$ cat src/rtl/wdt_pkg.sv
// Package: shared constants of the keyed watchdog timer.
// Assumes a 16-bit register bus with keys in the upper byte.
package wdt_pkg;
    localparam int DATA_W = 16;
    localparam int BYTE_W = 8;
    localparam int ADDR_W = 2;

    localparam logic [ADDR_W-1:0] ADDR_KEYED = 2'd0; // shared write, control read
    localparam logic [ADDR_W-1:0] ADDR_CNT   = 2'd1; // counter read
    localparam logic [ADDR_W-1:0] ADDR_RSTS  = 2'd2; // reset status

    localparam logic [BYTE_W-1:0] KEY_CNT  = 8'h5A;
    localparam logic [BYTE_W-1:0] KEY_CTRL = 8'hA5;

    localparam int CTRL_RUN  = 5;
    localparam int CTRL_WD   = 6;
    localparam int RSTS_FLAG = 7;
    localparam int RSTS_EN   = 6;

    localparam logic [4:0] RSTS_ONES = 5'h1F;
endpackage

$ cat src/rtl/wdt_bus_decode.sv
// Module: wdt_bus_decode
// Turns bus strobes into per-register write and read pulses.
// Writes to the shared address need a word access and a valid key.
// Assumes the bus holds its signals stable for one clock per access.
module wdt_bus_decode
    import wdt_pkg::*;
(
    input  logic              bus_wr,
    input  logic              bus_word,
    input  logic              bus_rd,
    input  logic [ADDR_W-1:0] bus_addr,
    input  logic [BYTE_W-1:0] key_byte,
    output logic              cnt_wr,
    output logic              ctrl_wr,
    output logic              rsts_wr,
    output logic              rsts_rd
);
    logic keyed_word;

    // Purpose: qualify a word write to the shared address.
    always_comb keyed_word = bus_wr && bus_word && (bus_addr == ADDR_KEYED);

    // Purpose: choose the target register by key.
    always_comb begin
        cnt_wr  = keyed_word && (key_byte == KEY_CNT);
        ctrl_wr = keyed_word && (key_byte == KEY_CTRL);
        rsts_wr = bus_wr && (bus_addr == ADDR_RSTS);
        rsts_rd = bus_rd && (bus_addr == ADDR_RSTS);
    end
endmodule

$ cat src/rtl/wdt_count.sv
// Module: wdt_count
// Loadable up-counter with a wrap indication.
// Priority is clear, then load, then increment.
// Assumes clr and load are single-cycle pulses.
module wdt_count #(
    parameter int CNT_W = 8
) (
    input  logic             clk,
    input  logic             rst_n,
    input  logic             clr,
    input  logic             load,
    input  logic [CNT_W-1:0] load_val,
    input  logic             inc,
    output logic [CNT_W-1:0] cnt,
    output logic             wrap
);
    localparam logic [CNT_W-1:0] CNT_MAX = {CNT_W{1'b1}};

    // Purpose: flag a tick arriving at the top count.
    always_comb wrap = inc && (cnt == CNT_MAX);

    // Purpose: count register.
    always_ff @(posedge clk) begin
        if (!rst_n)    cnt <= '0;
        else if (clr)  cnt <= '0;
        else if (load) cnt <= load_val;
        else if (inc)  cnt <= cnt + 1'b1;
    end

    p_count_step_r4: assert property (@(posedge clk) disable iff (!rst_n)
        (inc && !load && !clr) |=> (cnt == $past(cnt) + 1'b1));
    p_count_hold_r4: assert property (@(posedge clk) disable iff (!rst_n)
        (!inc && !load && !clr) |=> $stable(cnt));
endmodule

$ cat src/rtl/wdt_status.sv
// Module: wdt_status
// Holds the overflow flag, the reset enable and the clear arming state.
// The flag clears only after it was read as 1 and then written as 0.
// Assumes set_ovf takes precedence over a clear in the same cycle.
module wdt_status (
    input  logic       clk,
    input  logic       rst_n,
    input  logic       set_ovf,
    input  logic       wr,
    input  logic       rd,
    input  logic [1:0] wdata_hi,  // [1] flag write, [0] enable write
    output logic       flag,
    output logic       rst_en
);
    logic armed;
    logic do_clear;

    // Purpose: a zero written to an armed flag clears it.
    always_comb do_clear = wr && armed && !wdata_hi[1];

    // Purpose: overflow flag.
    always_ff @(posedge clk) begin
        if (!rst_n)        flag <= 1'b0;
        else if (set_ovf)  flag <= 1'b1;
        else if (do_clear) flag <= 1'b0;
    end

    // Purpose: remember a read that saw the flag set.
    always_ff @(posedge clk) begin
        if (!rst_n)          armed <= 1'b0;
        else if (set_ovf)    armed <= 1'b0;
        else if (do_clear)   armed <= 1'b0;
        else if (rd && flag) armed <= 1'b1;
    end

    // Purpose: reset enable bit.
    always_ff @(posedge clk) begin
        if (!rst_n)  rst_en <= 1'b0;
        else if (wr) rst_en <= wdata_hi[0];
    end

    p_flag_set_r5: assert property (@(posedge clk) disable iff (!rst_n)
        set_ovf |=> flag);
    p_flag_keep_r6: assert property (@(posedge clk) disable iff (!rst_n)
        (flag && !armed) |=> flag);
endmodule

$ cat src/rtl/wdt_pulse.sv
// Module: wdt_pulse
// Stretches a trigger into an output pulse of PULSE_LEN cycles.
// The pulse starts the cycle after the trigger; a new trigger restarts it.
module wdt_pulse #(
    parameter int PULSE_LEN = 4
) (
    input  logic clk,
    input  logic rst_n,
    input  logic trig,
    output logic pulse
);
    localparam int PW = $clog2(PULSE_LEN + 1);
    localparam logic [PW-1:0] LEN_V = PW'(PULSE_LEN);

    logic [PW-1:0] left_q;

    // Purpose: count down the remaining pulse cycles.
    always_ff @(posedge clk) begin
        if (!rst_n)              left_q <= '0;
        else if (trig)           left_q <= LEN_V;
        else if (left_q != '0)   left_q <= left_q - 1'b1;
    end

    // Purpose: drive the pulse while cycles remain.
    always_comb pulse = (left_q != '0);

    p_pulse_start_r7: assert property (@(posedge clk) disable iff (!rst_n)
        trig |=> pulse);
    p_pulse_bound_r7: assert property (@(posedge clk) disable iff (!rst_n)
        pulse |-> (left_q <= LEN_V));
endmodule

$ cat src/rtl/wdt_keyed.sv
// Module: wdt_keyed (top)
// Watchdog timer with keyed word writes, a sticky overflow flag and
// an optional internal reset pulse. A watchdog overflow zeroes the
// counter and the control register.
// Assumes tick_in is a one-cycle enable from an external prescaler.
module wdt_keyed
    import wdt_pkg::*;
#(
    parameter int PULSE_LEN = 4
) (
    input  logic              clk,
    input  logic              rst_n,
    input  logic [ADDR_W-1:0] bus_addr,
    input  logic              bus_wr,
    input  logic              bus_word,
    input  logic [DATA_W-1:0] bus_wdata,
    input  logic              bus_rd,
    output logic [DATA_W-1:0] bus_rdata,
    input  logic              tick_in,
    output logic              wdt_rst_o
);
    logic              cnt_wr, ctrl_wr, rsts_wr, rsts_rd;
    logic [BYTE_W-1:0] ctrl_q;
    logic [BYTE_W-1:0] cnt;
    logic              wrap, inc, ovf_wd;
    logic              flag, rst_en;

    wdt_bus_decode u_dec (
        .bus_wr   (bus_wr),
        .bus_word (bus_word),
        .bus_rd   (bus_rd),
        .bus_addr (bus_addr),
        .key_byte (bus_wdata[DATA_W-1:BYTE_W]),
        .cnt_wr   (cnt_wr),
        .ctrl_wr  (ctrl_wr),
        .rsts_wr  (rsts_wr),
        .rsts_rd  (rsts_rd)
    );

    // Purpose: ticks count only while running; overflow matters in watchdog mode.
    always_comb begin
        inc    = tick_in && ctrl_q[CTRL_RUN];
        ovf_wd = wrap && ctrl_q[CTRL_WD];
    end

    // Purpose: control register with watchdog-overflow clear.
    always_ff @(posedge clk) begin
        if (!rst_n)       ctrl_q <= '0;
        else if (ovf_wd)  ctrl_q <= '0;
        else if (ctrl_wr) ctrl_q <= bus_wdata[BYTE_W-1:0];
    end

    wdt_count #(.CNT_W(BYTE_W)) u_cnt (
        .clk      (clk),
        .rst_n    (rst_n),
        .clr      (ovf_wd),
        .load     (cnt_wr),
        .load_val (bus_wdata[BYTE_W-1:0]),
        .inc      (inc),
        .cnt      (cnt),
        .wrap     (wrap)
    );

    wdt_status u_sts (
        .clk      (clk),
        .rst_n    (rst_n),
        .set_ovf  (ovf_wd),
        .wr       (rsts_wr),
        .rd       (rsts_rd),
        .wdata_hi (bus_wdata[RSTS_FLAG:RSTS_EN]),
        .flag     (flag),
        .rst_en   (rst_en)
    );

    wdt_pulse #(.PULSE_LEN(PULSE_LEN)) u_pls (
        .clk   (clk),
        .rst_n (rst_n),
        .trig  (ovf_wd && rst_en),
        .pulse (wdt_rst_o)
    );

    // Purpose: read data multiplexer.
    always_comb begin
        bus_rdata = '0;
        case (bus_addr)
            ADDR_KEYED: bus_rdata[BYTE_W-1:0] = ctrl_q;
            ADDR_CNT:   bus_rdata[BYTE_W-1:0] = cnt;
            ADDR_RSTS:  bus_rdata[BYTE_W-1:0] = {flag, rst_en, 1'b0, RSTS_ONES};
            default:    bus_rdata = '0;
        endcase
    end

    p_byte_ignored_r3: assert property (@(posedge clk) disable iff (!rst_n)
        (bus_wr && !bus_word && bus_addr == ADDR_KEYED && !ovf_wd) |=> $stable(ctrl_q));
    p_one_target_r3: assert property (@(posedge clk) disable iff (!rst_n)
        $onehot0({cnt_wr, ctrl_wr}));
    p_no_reset_r8: assert property (@(posedge clk) disable iff (!rst_n)
        (ovf_wd && !rst_en && !wdt_rst_o) |=> !wdt_rst_o);
    p_wd_clear_r8: assert property (@(posedge clk) disable iff (!rst_n)
        ovf_wd |=> (ctrl_q == '0 && cnt == '0));
    p_reserved_r9: assert property (@(posedge clk) disable iff (!rst_n)
        (bus_addr == ADDR_RSTS) |-> (bus_rdata[5:0] == 6'h1F));
endmodule

$ cat config.mk
export PLATFORM = sky130hd
export DESIGN_NAME = wdt_keyed
export DESIGN_NICKNAME = d
export VERILOG_FILES = /design/src/rtl/wdt_pkg.sv /design/src/rtl/wdt_bus_decode.sv /design/src/rtl/wdt_count.sv /design/src/rtl/wdt_status.sv /design/src/rtl/wdt_pulse.sv /design/src/rtl/wdt_keyed.sv
export SDC_FILE = /design/constraint.sdc
export NUM_CORES = 1
export LEC_CHECK = 0
export BUFFER_PORTS_ARGS = -buffer_cell sky130_fd_sc_hd__buf_2
export CAP_MARGIN = 5
export CORE_UTILIZATION = 55
export DETAILED_ROUTE_END_ITERATION = 7
export PLACE_DENSITY = 0.84
export SLEW_MARGIN = 20
export SYNTH_ARGS = -nofsm -noshare
export SYNTH_HDL_FRONTEND = slang
export SYNTH_HIERARCHICAL = 1
export SYNTH_SLANG_ARGS = --single-unit
$ cat constraint.sdc
create_clock -name clk -period 3.5 [get_ports clk]
set_clock_uncertainty 0.15 [all_clocks]
set_input_delay 0.7 -clock clk [delete_from_list [all_inputs] [get_ports clk]]
set_output_delay 0.7 -clock clk [all_outputs]
set_load 0.02 [all_outputs]
==> impl_metrics.py <==
metrics = {
    "placement": {
        "pre_cts_ws_ns": 0.9464,
        "port_buffers": 32,
        "dp_hpwl_um": 2219,
        "routabilityCongestion": 0.7991,
    },
    "timing": {
        "tightest_slew_ns": 0.5069,
        "period_share": 0.6836,
        "setup_slack_ns": 1.107,
        "hold_viol": 0,
        "finalSetupViolCount": 0,
        "fmax_mhz": 418.0,
        "slew-limit-headroom": 0.6614,
        "rsz0062_at_grt": "false",
        "post-route-min-period_ns": 2.393,
        "slew_viol_final": 0,
        "finalSetupTns_ns": 0,
    },
    "yosys": {
        "synthDistinctLibCells": 39,
        "synthMuxAreaShare": 0.1025,
        "synthAdderAreaFrac": 0.03630,
        "synth.largest_area_cell": "dfxtp_1",
        "ys_seq_area_frac": 0.3194,
        "synth_area_per_cell_um2": 9.131,
        "synth-compound-area-share": 0.1425,
        "ys_ff_latch": 22,
        "synth_xor_area_frac": 0.03176,
        "syn_area_mm2": 0.001379,
        "yosys.area_share.simple": 0.2668,
        "ys_warn_count": 6,
        "synth_top_area_frac": 0.3194,
        "synth_cells": 151,
        "ys_top_cells_by_area": "dfxtp_1 (32%), mux2i_1 (9.4%), buf_4 (6.0%), o2bb2ai_1 (4.4%), nor2_1 (4.4%)",
        "synth_top_family_by_area": "simple AND/OR/NAND/NOR gates",
    },
    "die": {
        "initial_core_util": 0.6002,
        "die_w_um": 52.07,
        "rows": 17,
        "pin_count": 41,
        "dieArea_mm2": 0.002711,
        "die_y_um": 52.07,
        "core-area_mm2": 0.002297,
    },
    "drt": {
        "wl_um": 2902,
        "drtIter0Drc": 39,
        "drcViolationCount": 0,
        "wl_per_cell_um": 14.02,
        "postRouteAntennaNets": 0,
        "vias_per_cell": 5.729,
        "first_pass_iters": 4,
        "vias": 1186,
    },
    "critical_path": {
        "cp-end-kind": "primary output",
        "critPathLaunchType": "primary input",
        "required_ns": 2.65,
        "critical_path_arrival_ns": 1.54,
        "r2r_start": "ctrl_q[5]",
        "rrSetupSlack_ns": 1.31,
        "critical_path.max_fanout": 13,
        "r2r-end": "u_cnt/cnt[7]",
        "critical_path_class": "primary input to primary output",
        "r2r_cells": 7,
    },
    "global_route": {
        "grt_antenna_before_repair": 0,
        "grtUsageTotal": 0.2436,
        "grt.overflow.total": 0,
        "global_route.usage.met1": 0.3112,
        "met2_usage": 0.3846,
        "grt_max_degree": 14,
        "grt_util_met3": 0.03801,
        "gr-max-usage-layer": "met2",
        "grt_pass1_wl_um": 4740,
        "grt_pass1_vias": 1052,
    },
    "pwr": {
        "powerDensity_mw_per_mm2": 332.5,
        "ir_drop_uv": 217.1,
        "p_leak_nw": 0.6943,
    },
    "min_path": {
        "holdPathEnd": "u_sts/armed",
        "hp-start": "u_sts/armed",
        "holdPathStages": 2,
        "hp-class": "register to register",
    },
    "final_layout": {
        "regArea_um2": 440.4,
        "drive_above_1_share": 0.2402,
        "nFillCells": 191,
        "syn2layout_area_growth_pct": 9.800,
        "multiInputGateArea_um2": 829.5,
        "antennaDiodeCount": 0,
        "nets": 209,
    },
    "job": {
        "max-cap-violations": 0,
    },
    "clock_network": {
        "cts_setup_buffers": 0,
        "numCtsBuffers": 3,
        "cts_tree": "yes",
        "clk_latency_ns": 0.32,
        "ctsResizeCount": 0,
        "clk_pin_slew_ns": 0.11,
        "h-tree-depth": 1,
        "cts-root-buf": "clkbuf_4",
        "hold_buffers": 0,
        "clkSinkCount": 22,
        "clk_path_buf_depth": 2,
    },
    "status": {
        "status": "complete, no violations",
    },
}
==> report_power, final <==
part / leakage (nW) / internal, mW / switching, mW
logic: 0.503 / 0.0485 / 0.0716
registers: 0.178 / 0.260 / 0.00507
clock network: 0.0138 / 0.0404 / 0.0780
total: 0.694 / 0.349 / 0.155
==> cells in the mapped netlist (all sizes together) <==
| cell | count |
|---|---|
| a211oi | 1 |
| a21bo | 1 |
| a21oi | 3 |
| a31oi | 2 |
| and2 | 3 |
| and3 | 3 |
| and3b | 2 |
| and4bb | 6 |
| buf | 13 |
| clkbuf | 1 |
| conb | 1 |
| dfxtp | 22 |
| ha | 4 |
| inv | 7 |
| mux2 | 1 |
| mux2i | 13 |
| nand2 | 4 |
| nand2b | 3 |
| nand3 | 4 |
| nand3b | 1 |
| nand4 | 3 |
| nor2 | 16 |
| nor2b | 5 |
| nor3 | 1 |
| nor3b | 1 |
| nor4b | 1 |
| o211a | 3 |
| o211ai | 1 |
| o21a | 1 |
| o21ai | 9 |
| o2bb2ai | 7 |
| or3 | 2 |
| or4b | 1 |
| xnor2 | 2 |
| xor2 | 3 |
==> per-stage QoR <==
| step | utilization | cells | hold WS, ns | instance area, um^2 | power, mW |
|---|---|---|---|---|---|
| 2_1_floorplan | - | 158 | 0.2984 | 1405 | 0.3614 |
| 3_3_place_gp | 0.6492 | 204 | 0.3144 | 1491 | 0.3835 |
| 3_5_place_dp | 0.6492 | 204 | 0.3192 | 1491 | 0.3916 |
| 4_1_cts | 0.6590 | 207 | 0.3375 | 1514 | 0.5102 |
| 5_1_grt | 0.6590 | 207 | 0.3980 | 1514 | 0.5328 |
| 6_report | 0.6590 | 207 | 0.3460 | 1514 | 0.5034 |
==> critical path: stages <==
cell and delay, ns:
buf_2 0.25, nor2b_4 0.26, o2bb2ai_1 0.14, buf_2 0.19
==> registers in the layout, summed over array words and instances (netlist names) <==
signal        flops
u_cnt/cnt         8
u_pls/left_q      3
u_sts/rst_en      1
u_sts/armed       1
ctrl_q            8
u_sts/flag        1
==> metal layers <==
layer | wire, um | vias to the layer above | share of wire
met4 | 55 | 0 | 0.019
li1 | - | 579 | -
met3 | 137 | 5 | 0.047
met2 | 1405 | 47 | 0.48
met5 | 0 | - | 0
met1 | 1303 | 555 | 0.45
==> kinds of logic (layout without fill, tap and decap cells) <==
logic type                 Yosys count  count (layout)
AOI/OAI and AO/OA                   28              28
xor gates and xnor gates             5               5
adders and majority gates            4               4
buffers and inverters               21              42
DFF                                 22              22
muxes                               14              14
other                                1               8
and+or+nand+nor                     56              56
==> layout make-up <==
cell class,count,share of cell area
Clock buffer,3,0.01488
Inverter,7,0.01736
Multi-Input combinational cell,115,0.5479
Sequential cell,22,0.2909
Tap cell,28,0.02314
Timing Repair Buffer,32,0.1058
==> worst max path at each step <==
stage          slack (ns)        start            to  cells after the start
3_3_place_gp         1.04      tick_in  u_cnt/cnt[7]                      8
2_1_floorplan        1.15      tick_in  u_cnt/cnt[7]                      8
3_5_place_dp         0.95      tick_in  u_cnt/cnt[7]                      8
5_1_grt              1.04  bus_addr[0]  bus_rdata[1]                      4
4_1_cts              1.12  bus_addr[0]  bus_rdata[4]                      4
6_report             1.11  bus_addr[0]  bus_rdata[1]                      4
==> cell usage in the layout, fill, tap and decap left out, drive strengths merged, types with 2 or more instances in the layout <==
master	instances
xor2	3
o21ai	9
and3b	2
and2	3
ha	4
o211a	3
buf	32
nand2	4
o2bb2ai	7
nand2b	3
inv	7
nor2	16
mux2i	13
nand3	4
xnor2	2
or3	2
a21oi	3
and4bb	6
dfxtp	22
and3	3
clkbuf	3
nand4	3
a31oi	2
nor2b	5
conb	8
(Power assumes the default switching activity.)
